File: src/rtl/rfs_pkg.sv
package rfs_pkg;
   // command codes on {ras_n, cas_n, we_n}
   localparam logic [2:0] CMD_NOP  = 3'b111;
   localparam logic [2:0] CMD_PREA = 3'b010;
   localparam logic [2:0] CMD_AREF = 3'b001;

   typedef enum logic [3:0] {
      S_IDLE,
      S_AR_PRE,
      S_AR_RP,
      S_AR_REF,
      S_AR_RFC,
      S_SR_PRE,
      S_SR_RP,
      S_SR_ENT,
      S_SR_HOLD,
      S_SR_EXIT
   } rfs_state_e;
endpackage

File: src/rtl/rfs_interval_timer.sv
module rfs_interval_timer #(
   parameter int INTERVAL = 781
) (
   input  logic clk,
   input  logic rst_n,
   input  logic hold,
   output logic tick
);
   localparam int CW = (INTERVAL > 2) ? $clog2(INTERVAL) : 1;
   localparam logic [CW-1:0] LAST = CW'(INTERVAL - 1);

   if (INTERVAL < 2) begin : g_bad_interval
      $error("refresh interval must be at least two cycles");
   end

   logic [CW-1:0] cnt_q;

   assign tick = !hold && (cnt_q == LAST);

   always_ff @(posedge clk) begin
      if (!rst_n || hold || tick) cnt_q <= '0;
      else                        cnt_q <= cnt_q + 1'b1;
   end
endmodule

File: src/rtl/rfs_pending_ctr.sv
module rfs_pending_ctr #(
   parameter int PEND_W     = 3,
   parameter int URGENT_LVL = 2
) (
   input  logic clk,
   input  logic rst_n,
   input  logic inc,
   input  logic dec,
   input  logic clr,
   output logic nonzero,
   output logic urgent
);
   localparam logic [PEND_W-1:0] PMAX = '1;
   localparam logic [PEND_W-1:0] ULVL = PEND_W'(URGENT_LVL);

   if (PEND_W < 1 || URGENT_LVL < 1 || URGENT_LVL > (2**PEND_W - 1)) begin : g_bad_pend
      $error("urgent level must lie between one and the counter maximum");
   end

   logic [PEND_W-1:0] pend_q;

   always_ff @(posedge clk) begin
      if (!rst_n || clr)                        pend_q <= '0;
      else if (inc && !dec && pend_q != PMAX)   pend_q <= pend_q + 1'b1;
      else if (dec && !inc && pend_q != '0)     pend_q <= pend_q - 1'b1;
   end

   assign nonzero = (pend_q != '0);
   assign urgent  = (pend_q >= ULVL);
endmodule

File: src/rtl/rfs_cmd_fsm.sv
module rfs_cmd_fsm
   import rfs_pkg::*;
#(
   parameter int T_RP  = 2,
   parameter int T_RFC = 9,
   parameter int T_XSR = 10
) (
   input  logic       clk,
   input  logic       rst_n,
   input  logic       gnt,
   input  logic       sleep,
   input  logic       wake,
   input  logic       pend_nz,
   output logic       ref_issue,
   output logic       sr_enter,
   output logic       sr_hold,
   output logic       req,
   output logic       busy,
   output logic [2:0] cmd,
   output logic       a10,
   output logic       cke
);
   localparam int MAXT_A = (T_RP > T_RFC) ? T_RP : T_RFC;
   localparam int MAXT   = (MAXT_A > T_XSR) ? MAXT_A : T_XSR;
   localparam int WW     = $clog2(MAXT + 1);

   if (T_RP < 2 || T_RFC < 2 || T_XSR < 1) begin : g_bad_timing
      $error("precharge and refresh times need two cycles, exit time one");
   end

   rfs_state_e        st_q;
   logic [WW-1:0]     wcnt_q;
   logic              wdone;

   assign wdone = (wcnt_q == '0);

   always_ff @(posedge clk) begin
      if (!rst_n) begin
         st_q   <= S_IDLE;
         wcnt_q <= '0;
      end else begin
         unique case (st_q)
            S_IDLE: begin
               if (gnt && sleep)        st_q <= S_SR_PRE;
               else if (gnt && pend_nz) st_q <= S_AR_PRE;
            end
            S_AR_PRE: begin
               st_q   <= S_AR_RP;
               wcnt_q <= WW'(T_RP - 2);
            end
            S_AR_RP: begin
               if (wdone) st_q <= S_AR_REF;
               else       wcnt_q <= wcnt_q - 1'b1;
            end
            S_AR_REF: begin
               st_q   <= S_AR_RFC;
               wcnt_q <= WW'(T_RFC - 2);
            end
            S_AR_RFC: begin
               if (wdone) st_q <= S_IDLE;
               else       wcnt_q <= wcnt_q - 1'b1;
            end
            S_SR_PRE: begin
               st_q   <= S_SR_RP;
               wcnt_q <= WW'(T_RP - 2);
            end
            S_SR_RP: begin
               if (wdone) st_q <= S_SR_ENT;
               else       wcnt_q <= wcnt_q - 1'b1;
            end
            S_SR_ENT:  st_q <= S_SR_HOLD;
            S_SR_HOLD: begin
               if (wake) begin
                  st_q   <= S_SR_EXIT;
                  wcnt_q <= WW'(T_XSR - 1);
               end
            end
            S_SR_EXIT: begin
               if (wdone) st_q <= S_IDLE;
               else       wcnt_q <= wcnt_q - 1'b1;
            end
            default: st_q <= S_IDLE;
         endcase
      end
   end

   always_comb begin
      cmd = CMD_NOP;
      a10 = 1'b0;
      if (st_q == S_AR_PRE || st_q == S_SR_PRE) begin
         cmd = CMD_PREA;
         a10 = 1'b1;
      end else if (st_q == S_AR_REF || st_q == S_SR_ENT) begin
         cmd = CMD_AREF;
      end
   end

   assign ref_issue = (st_q == S_AR_REF);
   assign sr_enter  = (st_q == S_SR_ENT);
   assign sr_hold   = (st_q == S_SR_ENT) || (st_q == S_SR_HOLD);
   assign cke       = !sr_hold;
   assign busy      = (st_q != S_IDLE);
   assign req       = (st_q == S_IDLE) && (pend_nz || sleep);
endmodule

File: src/rtl/rfs_refresh_sched.sv
module rfs_refresh_sched #(
   parameter int CLK_MHZ      = 100,
   parameter int RETENTION_US = 64000,
   parameter int ROWS         = 8192,
   parameter int T_RP         = 2,
   parameter int T_RFC        = 9,
   parameter int T_XSR        = 10,
   parameter int PEND_W       = 3,
   parameter int URGENT_LVL   = 2
) (
   input  logic clk,
   input  logic rst_n,
   input  logic ref_gnt,
   input  logic sleep_req,
   input  logic wake_req,
   output logic ref_req,
   output logic ref_urgent,
   output logic busy,
   output logic ras_n,
   output logic cas_n,
   output logic we_n,
   output logic a10,
   output logic cke
);
   localparam int INTERVAL = (RETENTION_US * CLK_MHZ) / ROWS;

   if (ROWS != 4096 && ROWS != 8192) begin : g_bad_rows
      $error("row count must be 4096 or 8192");
   end

   logic       tick, pend_nz, ref_issue, sr_enter, sr_hold;
   logic [2:0] cmd;

   rfs_interval_timer #(.INTERVAL(INTERVAL)) u_timer (
      .clk   (clk),
      .rst_n (rst_n),
      .hold  (sr_hold),
      .tick  (tick)
   );

   rfs_pending_ctr #(.PEND_W(PEND_W), .URGENT_LVL(URGENT_LVL)) u_pend (
      .clk     (clk),
      .rst_n   (rst_n),
      .inc     (tick),
      .dec     (ref_issue),
      .clr     (sr_enter),
      .nonzero (pend_nz),
      .urgent  (ref_urgent)
   );

   rfs_cmd_fsm #(.T_RP(T_RP), .T_RFC(T_RFC), .T_XSR(T_XSR)) u_fsm (
      .clk       (clk),
      .rst_n     (rst_n),
      .gnt       (ref_gnt),
      .sleep     (sleep_req),
      .wake      (wake_req),
      .pend_nz   (pend_nz),
      .ref_issue (ref_issue),
      .sr_enter  (sr_enter),
      .sr_hold   (sr_hold),
      .req       (ref_req),
      .busy      (busy),
      .cmd       (cmd),
      .a10       (a10),
      .cke       (cke)
   );

   assign {ras_n, cas_n, we_n} = cmd;
endmodule

File: config.mk
export PLATFORM = sky130hd
export DESIGN_NAME = rfs_refresh_sched
export DESIGN_NICKNAME = d
export VERILOG_FILES = /design/src/rtl/rfs_pkg.sv /design/src/rtl/rfs_interval_timer.sv /design/src/rtl/rfs_pending_ctr.sv /design/src/rtl/rfs_cmd_fsm.sv /design/src/rtl/rfs_refresh_sched.sv
export SDC_FILE = /design/constraint.sdc
export NUM_CORES = 1
export LEC_CHECK = 0
export BUFFER_PORTS_ARGS = -buffer_cell sky130_fd_sc_hd__buf_2
export CORE_MARGIN = 4
export CORE_UTILIZATION = 45
export DETAILED_ROUTE_END_ITERATION = 7
export PLACE_DENSITY_LB_ADDON = 0.2
export SLEW_MARGIN = 15
export SYNTH_ARGS = -nofsm -noshare
export SYNTH_HDL_FRONTEND = slang
export SYNTH_SLANG_ARGS = --single-unit
File: constraint.sdc
create_clock -name clk -period 4.4 [get_ports clk]
set_input_delay 0.88 -clock clk [delete_from_list [all_inputs] [get_ports clk]]
set_output_delay 0.88 -clock clk [all_outputs]
set_load 0.01 [all_outputs]
[Yosys cells after proc, flatten, opt, wreduce, memory -nomap -nowiden]
Index checks and enable logic that the tools add are counted.
Operators by class
  add/sub/neg operators: 4
  $lt $le $gt $ge: 1
  equal/unequal tests: 17
  multiplexer cells: 14
  reductions and logical operators: 30
Operator list (count)
  $pmux 4 s9: 1
  $mux 4: 7
  $eq 4x3->1 const B: 4
  $pmux 4 s4: 1
  $mux 3: 4
  $add 10x1->10 const B: 1
  $eq 10x10->1 const B: 1
  $eq 4x2->1 const B: 2
  $eq 4x4->1 const B: 2
  $logic_and 1x1->1: 8
  $logic_not 4->1: 2
  $reduce_bool 4->1: 2
  $logic_or 1x1->1: 7
  $ne 2x1->1 const B: 3
  $reduce_and 5->1: 1
  $eq 4x1->1 const B: 1
  $logic_not 1->1: 4
  $ne 2x2->1 const B: 2
  $reduce_or 2->1: 2
  $reduce_or 4->1: 1
  $sub 4x1->4 const B: 1
  $add 3x1->3 const B: 1
  $ge 3x2->1 const B: 1
  $ne 3x1->1 const B: 1
  6 further kinds: 6
Storage, ports and cells
  register bits: 21
  output and inout port bits: 8

[Logic depth before layout (Yosys ltp)]
Gate-level depths: netlist (run 1).
  depth after elaboration: 9
  gate-level depth with buffers: 9
  mapped depth without buffers: 9

[Modules after synthesis]
Synthesis (run 1) repeated with hierarchy kept, for this count alone.
Second synthesis, totals
  cell total of the unflattened synthesis: 172
  area total of the unflattened synthesis: 1411.4 um^2
Modules (own cells, without submodules)
  rfs_cmd_fsm: times used 1, cells an instance 95, area each 701.9 um^2, sequential area each 160.2 um^2
  rfs_interval_timer: times used 1, cells an instance 53, area each 478.0 um^2, sequential area each 200.2 um^2
  rfs_pending_ctr: times used 1, cells an instance 24, area each 231.5 um^2, sequential area each 60.1 um^2

[Worst setup path after synthesis (run 1)]
No wires, ideal clock.
  path type: register to register
  from: register u_timer.cnt_q[0]
  to: register u_pend.pend_q[2]
  setup time: 0.123 ns
  data arrival time: 2.091 ns
  data required time: 4.277 ns
  slack: 2.186 ns
  stages on the path, launching flop included: 10
  buffers on the path: 0
  cell sequence: dfxtp_1 > inv_1 > ha_1 > nor4bb_1 > nand3_1 > nor2_1 > inv_1 > fa_1 > mux2i_1 > mux2_1
Between the ends
  cells in the longest elaborated chain, start to end: 6
  elaborated cells on any way between the ends: 9
Ends and longest elaborated chain
  start: declaration: RTL line rfs_interval_timer.sv:16  | logic [CW-1:0] cnt_q;
  start signal: assignment: RTL line rfs_interval_timer.sv:22  | else cnt_q <= cnt_q + 1'b1;
  $eq 10x10->1 (*): RTL line rfs_interval_timer.sv:18  | assign tick = !hold && (cnt_q == LAST);
  $logic_and 1x1->1 (*): RTL line rfs_interval_timer.sv:18
  $logic_not 1->1: RTL line rfs_pending_ctr.sv:25  | else if (dec && !inc && pend_q != '0) pend_q <= pend_q - 1'b1;
  $logic_and 1x1->1 (2 in series): RTL line rfs_pending_ctr.sv:25
  $reduce_bool 2->1 (no source line)
  end signal: assignment: RTL line rfs_pending_ctr.sv:24  | else if (inc && !dec && pend_q != PMAX) pend_q <= pend_q + 1'b1;
  end signal: assignment: RTL line rfs_pending_ctr.sv:25
  end: declaration: RTL line rfs_pending_ctr.sv:20  | logic [PEND_W-1:0] pend_q;
Every way passes the cells marked *; elsewhere a longest branch is shown, timed or not.
A chain may end at the register's enable or synchronous reset.

[Worst setup path in the final report (run 1)]
  from: register u_fsm.st_q[3]
  to: output cke
Between the ends
  cells in the longest elaborated chain, start to end: 3
  elaborated cells on any way between the ends: 4
Ends and longest elaborated chain
  start: declaration: RTL line rfs_cmd_fsm.sv:31  | rfs_state_e st_q;
  start signal: assignment: RTL line rfs_cmd_fsm.sv:39  | st_q <= S_IDLE;
  start signal: assignment: RTL line rfs_cmd_fsm.sv:44  | if (gnt && sleep) st_q <= S_SR_PRE;
  start signal: assignment: RTL line rfs_cmd_fsm.sv:45  | else if (gnt && pend_nz) st_q <= S_AR_PRE;
  $eq 4x3->1 or $eq 4x4->1 (tied branches): RTL line rfs_cmd_fsm.sv:100  | assign sr_hold = (st_q == S_SR_ENT) || (st_q == S_SR_HOLD);
  $logic_or 1x1->1 (*): RTL line rfs_cmd_fsm.sv:100
  $logic_not 1->1 (*): RTL line rfs_cmd_fsm.sv:101  | assign cke = !sr_hold;
  end: declaration: RTL line rfs_refresh_sched.sv:23  | output logic cke
Marked as above.

==> summary.md, run 1 <==
| Metric | Value |
|---|---|
| Status | `complete, no violations` |
| Placed cell count | `181` |
| EDFF count, synth | `0` |
| Placed Area | `1290 um2` |
| Largest net degree at the start of global routing | `16` |
| Max incr delay on CP | `610 ps` |
| Synth top area share | `34.1%` |
| Non-filler cells in the finished layout | `185` |
| Setup Crit Path Kind | `reg2out` |
| H-tree depth | `1` |
| Fin area | `1320 um2` |
| Skew final | `1.65 ps` |
| Worst R2R End | `u_pend.pend_q[2]` |
| Tot GR Track Use | `14.3%` |
| Post CTS Setup Buffer Count | `0` |
| Final Max Slew Viols | `0` |
| Clk pin slew, worst setup/hold paths | `110 ps` |
| CTS resizes | `0` |
| Post-synthesis register bit count | `21` |
| Measured slew at the worst slew-check pin | `713 ps` |
| Total negative slack | `0 ps` |
| Number of diodes | `0` |
| Buffers added on ports | `12` |
| Largest cells by area after synthesis | `dfxtp_1 (34%), nor2_1 (5.8%), xor2_1 (5.0%)` |
| Via density | `5.66` |
| Remaining DRCs | `0` |
| Post-synthesis sequential area ratio | `34.1%` |
| Post-synthesis async set-or-reset flop share | `0%` |
| Clk root buf | `clkbuf_4` |
| Comb pwr share | `28.1%` |
| Final Power | `0.448 mW` |
| Worst hold path class | `reg2reg` |
| Ys flop type | `dfxtp_1` |
| Sw Ratio | `34.0%` |
| Switching power of the nets | `0.153 mW` |
| Initial Utilization | `48.4%` |
| Metal3 WL | `121 um` |
| Hold_ws | `514 ps` |
| Layout cells sized above 1 | `14.8%` |
| Avg Inst Size Synth | `8.49 um2` |
| Slowest cell on the critical path | `or4b_1` |
| Final HPWL DP | `1740 um` |
| Area Overhead vs Synth | `7.32%` |
| Routed length per instance | `12.8 um` |
| Vias in the first global route | `885` |
| Fin. Hold Viols | `0` |
| MaxCap Viol Count | `0` |
| Cts hold-fix bufs | `0` |
| LEAKAGE | `0.531 nW` |
| Worst IR Drop VDD | `235 uV` |
| Total gr overflow | `0` |
| RSZ-0062 raised after global routing | `no` |
| DR top layer | `met4` |
| Synthesized area | `1230 um2` |
| Sink Count | `21` |
| Ports | `13` |
| CTS tree | `yes` |
| Critical Path End Type | `primary output` |
| Initial antenna violation count | `0` |
| Met2 WL | `1090 um` |
| Die Y | `60.3 um` |
| First-pass GRT wire length | `3960 um` |
| Util after Layout | `51.9%` |
| YS warnings | `0` |
| Final ANT Viol Nets | `0` |
| Clock Latency Late Sink | `300 ps` |
| Count of cell types in the netlist | `45` |
| Final WS setup | `1670 ps` |
| Post-synthesis cell count | `145` |
| Via count | `1047` |
| Buffers and inverters on the worst path | `2` |
| M1 wire length | `1130 um` |
| GPL Wtd Cong | `0.773` |
| Drt first pass iters | `4` |
| Pre-CTS WS | `1910 ps` |
| Power per Cell Area | `339 nW/um2` |
| Worst Setup Start Kind | `register` |
| Worst EP arrival | `1850 ps` |
| Die Area | `3640 um2` |
| R2R Setup Slk | `1910 ps` |
| Syn Nets | `155` |
| CTS Buf Count | `3` |
| Starting DRT DRC Count | `31` |
| WL final | `2380 um` |
| Clock share of power | `20.7%` |
| Worst hold path depth | `2` |
| Crit path required time | `3520 ps` |
| Min Tclk post-route | `2730 ps` |
| Hold EP | `u_fsm.wcnt_q[3]` |
| Seq pwr share | `51.2%` |
| Int Power | `0.296 mW` |
| Period utilization | `62.0%` |
| Die Wd | `60.3 um` |
| Top delay family on crit path | `simple AND/OR/NAND/NOR gates` |
| Final #Nets | `166` |
| Worst R2R Start | `u_timer.cnt_q[0]` |
| Final setup viols | `0` |
| Rel. slew slack | `52.4%` |
| Row cnt | `18` |
| Crit-path cells | `or4b_1, nand2_2, inv_1, buf_2` |
| Hold_sp | `u_fsm.wcnt_q[3]` |
| F_max | `0.367 GHz` |
| Clock buffer depth | `2` |
| Yosys top cell by area | `dfxtp_1` |
| Worst R2R Path Depth | `9` |
| Core ar. | `2540 um2` |
| Critical path peak fanout | `14` |
flip-flops by register name, summed over array words and instances, names as in the netlist:
name           count
u_timer.cnt_q     10
u_pend.pend_q      3
u_fsm.wcnt_q       4
u_fsm.st_q         4
synth_stat cells (2+ instances only):
library cell,number
nand3_1,8
clkbuf_1,2
nor3b_1,4
buf_2,3
dfxtp_1,21
nand4_1,2
a21oi_1,3
nand4b_1,2
nand2b_1,2
mux2i_1,2
or2_2,2
o21ai_0,7
nor2_1,19
nand2_1,6
xnor2_1,2
ha_1,4
a21o_1,2
and3_1,2
inv_1,11
nand3b_1,3
o211ai_1,3
a31o_2,2
nor4bb_1,2
xor2_1,7
o311a_1,2
nor3_1,3
cell type report:
class	instances	area, um2
multi-input cells	107	736
fillers	239	1220
well taps	30	37.5
inverters	11	41.3
repair buffers	12	60.1
clock buffers	4	26.3
flip-flops and latches	21	420
tightest hold or removal path, stage by stage, from the launching register on:
cell and delay [ps]:
dfxtp_1 340, o211ai_1 90, nand2_1 60
power by group through the flow:
stage	registers, mW	logic, mW	clock network (mW)
6_report	0.230	0.126	0.0926
3_5_place_dp	0.234	0.126	0
3_3_place_gp	0.232	0.123	0
2_1_floorplan	0.219	0.109	0
5_1_grt	0.232	0.141	0.103
4_1_cts	0.229	0.127	0.0979
worst max-delay path by stage:
stage | start | to | slack [ps] | cells after the start
detailed placement | u_timer.cnt_q[0] | u_pend.pend_q[2] | 1910 | 9
floorplan | u_timer.cnt_q[0] | u_pend.pend_q[2] | 2190 | 9
global route | u_fsm.st_q[3] | cke | 1560 | 4
global placement | u_timer.cnt_q[0] | u_pend.pend_q[2] | 2020 | 9
finish | u_fsm.st_q[3] | cke | 1670 | 4
CTS | u_fsm.st_q[3] | cke | 1680 | 4
routing by layer:
metal  GRT usage, %  vias up
li1               -      531
met1           18.7      486
met2           22.8       26
met3           4.54        4
met4           3.80        0
met5              0        -
logic make-up (layout without fill, tap and decap cells):
logic type	Yosys count	in the layout	share of synthesized area [%]
multiplexers	4	4	3.46
buffers and inverters	17	27	6.10
XOR/XNOR	9	9	6.40
AND/OR/NAND/NOR	61	61	27.5
flip-flops	21	21	34.1
adder cells (fa/ha/maj)	5	5	5.69
AO/OA/AOI/OAI	28	28	16.7
layout by cell type, fill, tap and decap left out, types with 3 or more instances in the layout:
cell       n
dfxtp_1   21
nor2_1    19
buf_2     12
inv_1     11
nand3_1    8
xor2_1     7
o21ai_0    7
nand2_1    6
nor3b_1    4
ha_1       4
o211ai_1   3
nor3_1     3
nand3b_1   3
a21oi_1    3
clkbuf_4   3
(Power assumes the default switching activity.)
==> inputs of run 2 (changes only) <==
--- a/config.mk
+++ b/config.mk
@@ -5,6 +5,7 @@
 export SDC_FILE = /design/constraint.sdc
 export NUM_CORES = 1
 export LEC_CHECK = 0
+export ABC_AREA = 1
 export BUFFER_PORTS_ARGS = -buffer_cell sky130_fd_sc_hd__buf_2
 export CORE_MARGIN = 4
 export CORE_UTILIZATION = 45
==> constraint.sdc (replaced) <==
create_clock -name clk -period 2.9 [get_ports clk]
set_input_delay 0.58 -clock clk [delete_from_list [all_inputs] [get_ports clk]]
set_output_delay 0.58 -clock clk [all_outputs]
set_load 0.01 [all_outputs]
==> summary.md, run 2 <==
| Metric | Value |
|---|---|
| Rel. slew slack | `82.0% (+30 points)` |
| Buffers added on ports | `12 (unchanged)` |
| Synth Area in Adders | `5.63% (-0.063 points)` |
| First-pass GRT wire length | `4280 um (+8.2%)` |
| Cts hold-fix bufs | `0 (unchanged)` |
| GPL Wtd Cong | `0.816 (+5.5%)` |
| Largest cells by area after synthesis | `dfxtp_1 (34%), nor2_1 (12%), nand2_1 (11%)` |
| LEAKAGE | `0.627 nW (+18%)` |
| Hold_sp | `u_fsm.wcnt_q[3]` |
| Routed length per instance | `10.0 um (-22%)` |
| Synth Area in Simple Gates | `38.2% (+11 points)` |
| F_max | `0.513 GHz` |
| WL final | `2340 um (-1.7%)` |
| Critical path peak fanout | `6 (-8)` |
| Final Max Slew Viols | `0 (unchanged)` |
| Post-synthesis sequential area ratio | `33.8% (-0.38 points)` |
| Period utilization | `67.2%` |
| Final setup viols | `0 (unchanged)` |
| YS warnings | `0 (unchanged)` |
| Die Area | `3670 um2 (+0.96%)` |
| MaxCap Viol Count | `0 (unchanged)` |
| Layout cells sized above 1 | `14.3% (-0.55 points)` |
| Initial Utilization | `48.5% (+0.11 points)` |
| Clk root buf | `clkbuf_4` |
| Skew final | `12.7 ps (+11.1 ps)` |
| Tot GR Track Use | `14.9% (+0.58 points)` |
| Hold_ws | `495 ps (-18.9 ps)` |
| Most frequent cells in the layout | `nor2_1 (39), nand2_1 (36), inv_1 (25), dfxtp_1 (21)` |
| Ys flop type | `dfxtp_1` |
| Largest register FFs | `10 (unchanged)` |
| Top Registers | `u_timer.cnt_q: 10 flops, u_fsm.st_q: 4 flops, u_fsm.wcnt_q: 4 flops` |
| Starting DRT DRC Count | `77 (+150%)` |
| Clk pin slew, worst setup/hold paths | `120 ps (about the same)` |
| Most common cell after layout, fill and taps aside | `nor2_1` |
| Synth top area share | `33.8% (-0.38 points)` |
| Worst EP arrival | `2150 ps (+300 ps)` |
| Clock buffer depth | `2 (unchanged)` |
| Largest Register | `u_timer.cnt_q` |
| Drt first pass iters | `4 (unchanged)` |
| Total gr overflow | `0 (unchanged)` |
| Number of diodes | `0 (unchanged)` |
| Mux cell area share after synthesis | `0% (-3.5 points)` |
| Worst R2R Start | `u_timer.cnt_q[0]` |
| Total negative slack | `0 ps (unchanged)` |
| Fin. Hold Viols | `0 (unchanged)` |
| Synth Area in Compound Gates | `9.85% (-6.8 points)` |
| Placed Area | `1340 um2 (+3.1%)` |
| Sink Count | `21 (unchanged)` |
| Post-synthesis register bit count | `21 (unchanged)` |
| R2R Setup Slk | `950 ps (-960 ps)` |
| Critical Path End Type | `register` |
| Remaining DRCs | `0 (unchanged)` |
| Layout filler cell count | `258 (+7.9%)` |
| Die Y | `60.6 um (+0.48%)` |
| Power per Cell Area | `706 nW/um2 (+110%)` |
| Ports | `13 (unchanged)` |
| RSZ-0062 raised after global routing | `no` |
| Worst R2R End | `u_pend.pend_q[2]` |
| Status | `complete, no violations` |
| Count of cell types in the netlist | `24 (-47%)` |
| Setup Crit Path Kind | `reg2reg` |
| Via density | `4.99 (-12%)` |
| Yosys top cell by area | `dfxtp_1` |
| Largest net degree at the start of global routing | `13 (-3)` |
| Initial antenna violation count | `0 (unchanged)` |
| Worst IR Drop VDD | `451 uV (+92%)` |
| Measured slew at the worst slew-check pin | `268 ps (-445 ps)` |
| Final HPWL DP | `1870 um (+7.6%)` |
| Post-synthesis cell count | `188 (+30%)` |
| Worst hold path depth | `2 (unchanged)` |
| Die Wd | `60.6 um (+0.48%)` |
| Syn Nets | `198 (+28%)` |
| Crit path required time | `3110 ps (-410 ps)` |
| CTS Buf Count | `3 (unchanged)` |
| Worst Setup Start Kind | `register` |
| Final ANT Viol Nets | `0 (unchanged)` |
| H-tree depth | `1 (unchanged)` |
| Worst hold path class | `reg2reg` |
| Post-synth top cells | `nor2_1 (39), nand2_1 (36), inv_1 (25)` |
| Via count | `1162 (+11%)` |
| Area Overhead vs Synth | `9.45%` |
| Most common cell in the netlist | `nor2_1` |
| Avg Inst Size Synth | `6.62 um2 (-22%)` |
| Synthesized area | `1240 um2 (+1.1%)` |
| Worst R2R Path Depth | `12 (+3)` |
| Min Tclk post-route | `1950 ps` |
| Row cnt | `18 (unchanged)` |
| Final #Nets | `214 (+29%)` |
| Post CTS Setup Buffer Count | `0 (unchanged)` |
| Vias in the first global route | `1095 (+24%)` |
| Fin area | `1360 um2 (+3.1%)` |
| EDFF count, synth | `0 (unchanged)` |
| Post-synthesis async set-or-reset flop share | `0% (unchanged)` |
| Xor and xnor area share after synthesis | `3.52% (-2.9 points)` |
| CTS resizes | `0 (unchanged)` |
| Hold EP | `u_fsm.wcnt_q[3]` |
| Core ar. | `2570 um2 (+0.88%)` |
| CTS tree | `yes` |
| Largest family of logic cells by synthesized area | `simple AND/OR/NAND/NOR gates` |
| Clock Latency Late Sink | `310 ps (about the same)` |
==> run 2: cell types whose count changed in the layout (fill, tap and decap cells not counted), moves of 4 or more <==
| cell | before | now |
|---|---|---|
| inv_1 | 11 | 25 |
| nor3b_1 | 4 | 0 |
| nor2_1 | 19 | 39 |
| nand2_1 | 6 | 36 |
| a21oi_1 | 3 | 8 |
| o21ai_0 | 7 | 12 |
==> run 2: power by group <==
group	switching [mW]	internal, mW	total, mW
Sequential	0.0396	0.329	0.368
Clock	0.0887	0.0514	0.140
Combinational	0.287	0.167	0.454
==> run 2: worst max path at each step <==
stage	start	to	slack (ps)	depth (start not counted)
detailed placement	u_timer.cnt_q[0]	u_pend.pend_q[2]	1010	12
CTS	u_fsm.st_q[0]	cke	940	5
floorplan	u_fsm.st_q[3]	u_pend.pend_q[2]	1150	12
global placement	u_timer.cnt_q[0]	u_pend.pend_q[2]	1090	12
finish	u_timer.cnt_q[0]	u_pend.pend_q[2]	950	12
global route	u_timer.cnt_q[0]	u_pend.pend_q[2]	690	12
==> run 2: cell type report <==
cell class | instances | area, um2 | share of cell area [%]
flip-flops and latches | 21 | 420 | 30.9
well taps | 30 | 37.5 | 2.75
multi-input cells | 138 | 712 | 52.2
repair buffers | 12 | 60.1 | 4.41
clock inverters | 1 | 5.00 | 0.367
inverters | 28 | 105 | 7.71
clock buffers | 3 | 22.5 | 1.65
==> run 2: per-stage QoR <==
| step | worst slack [ps] | utilization (%) | cells | total power, mW |
|---|---|---|---|---|
| 6_report | 951 | 53.1 | 233 | 0.962 |
| 3_3_place_gp | 1090 | 52.0 | 229 | 0.824 |
| 3_5_place_dp | 1010 | 52.0 | 229 | 0.831 |
| 5_1_grt | 686 | 53.1 | 233 | 1.07 |
| 2_1_floorplan | 1150 | - | 188 | 0.729 |
| 4_1_cts | 936 | 53.1 | 233 | 0.981 |
==> run 2: worst max-delay path, cell delays in order (launching register included) <==
cell and delay, ps:
dfxtp_1 370, inv_1 100, ha_1 170, nand3b_1 80, nor2_1 200, nand3_2 160
fa_1 460, inv_1 60, nand2_1 50, nand2_1 80, nand2_1 50, nand2_1 50
nor2_1 30
==> run 2: kinds of logic after synthesis <==
family,Yosys count
AOI/OAI and AO/OA,23
and+or+nand+nor,105
xor gates and xnor gates,5
adders and majority gates,5
buffers and inverters,29
DFF,21
==> run 2: metal layers <==
| layer | up-vias | share of wire, % | GRT usage [%] |
|---|---|---|---|
| met1 | 520 | 47 | 17.8 |
| met2 | 12 | 48 | 26.1 |
| li1 | 626 | - | - |
| met4 | 0 | 0.68 | 4.02 |
| met5 | - | 0 | 0 |
| met3 | 4 | 3.4 | 4.26 |
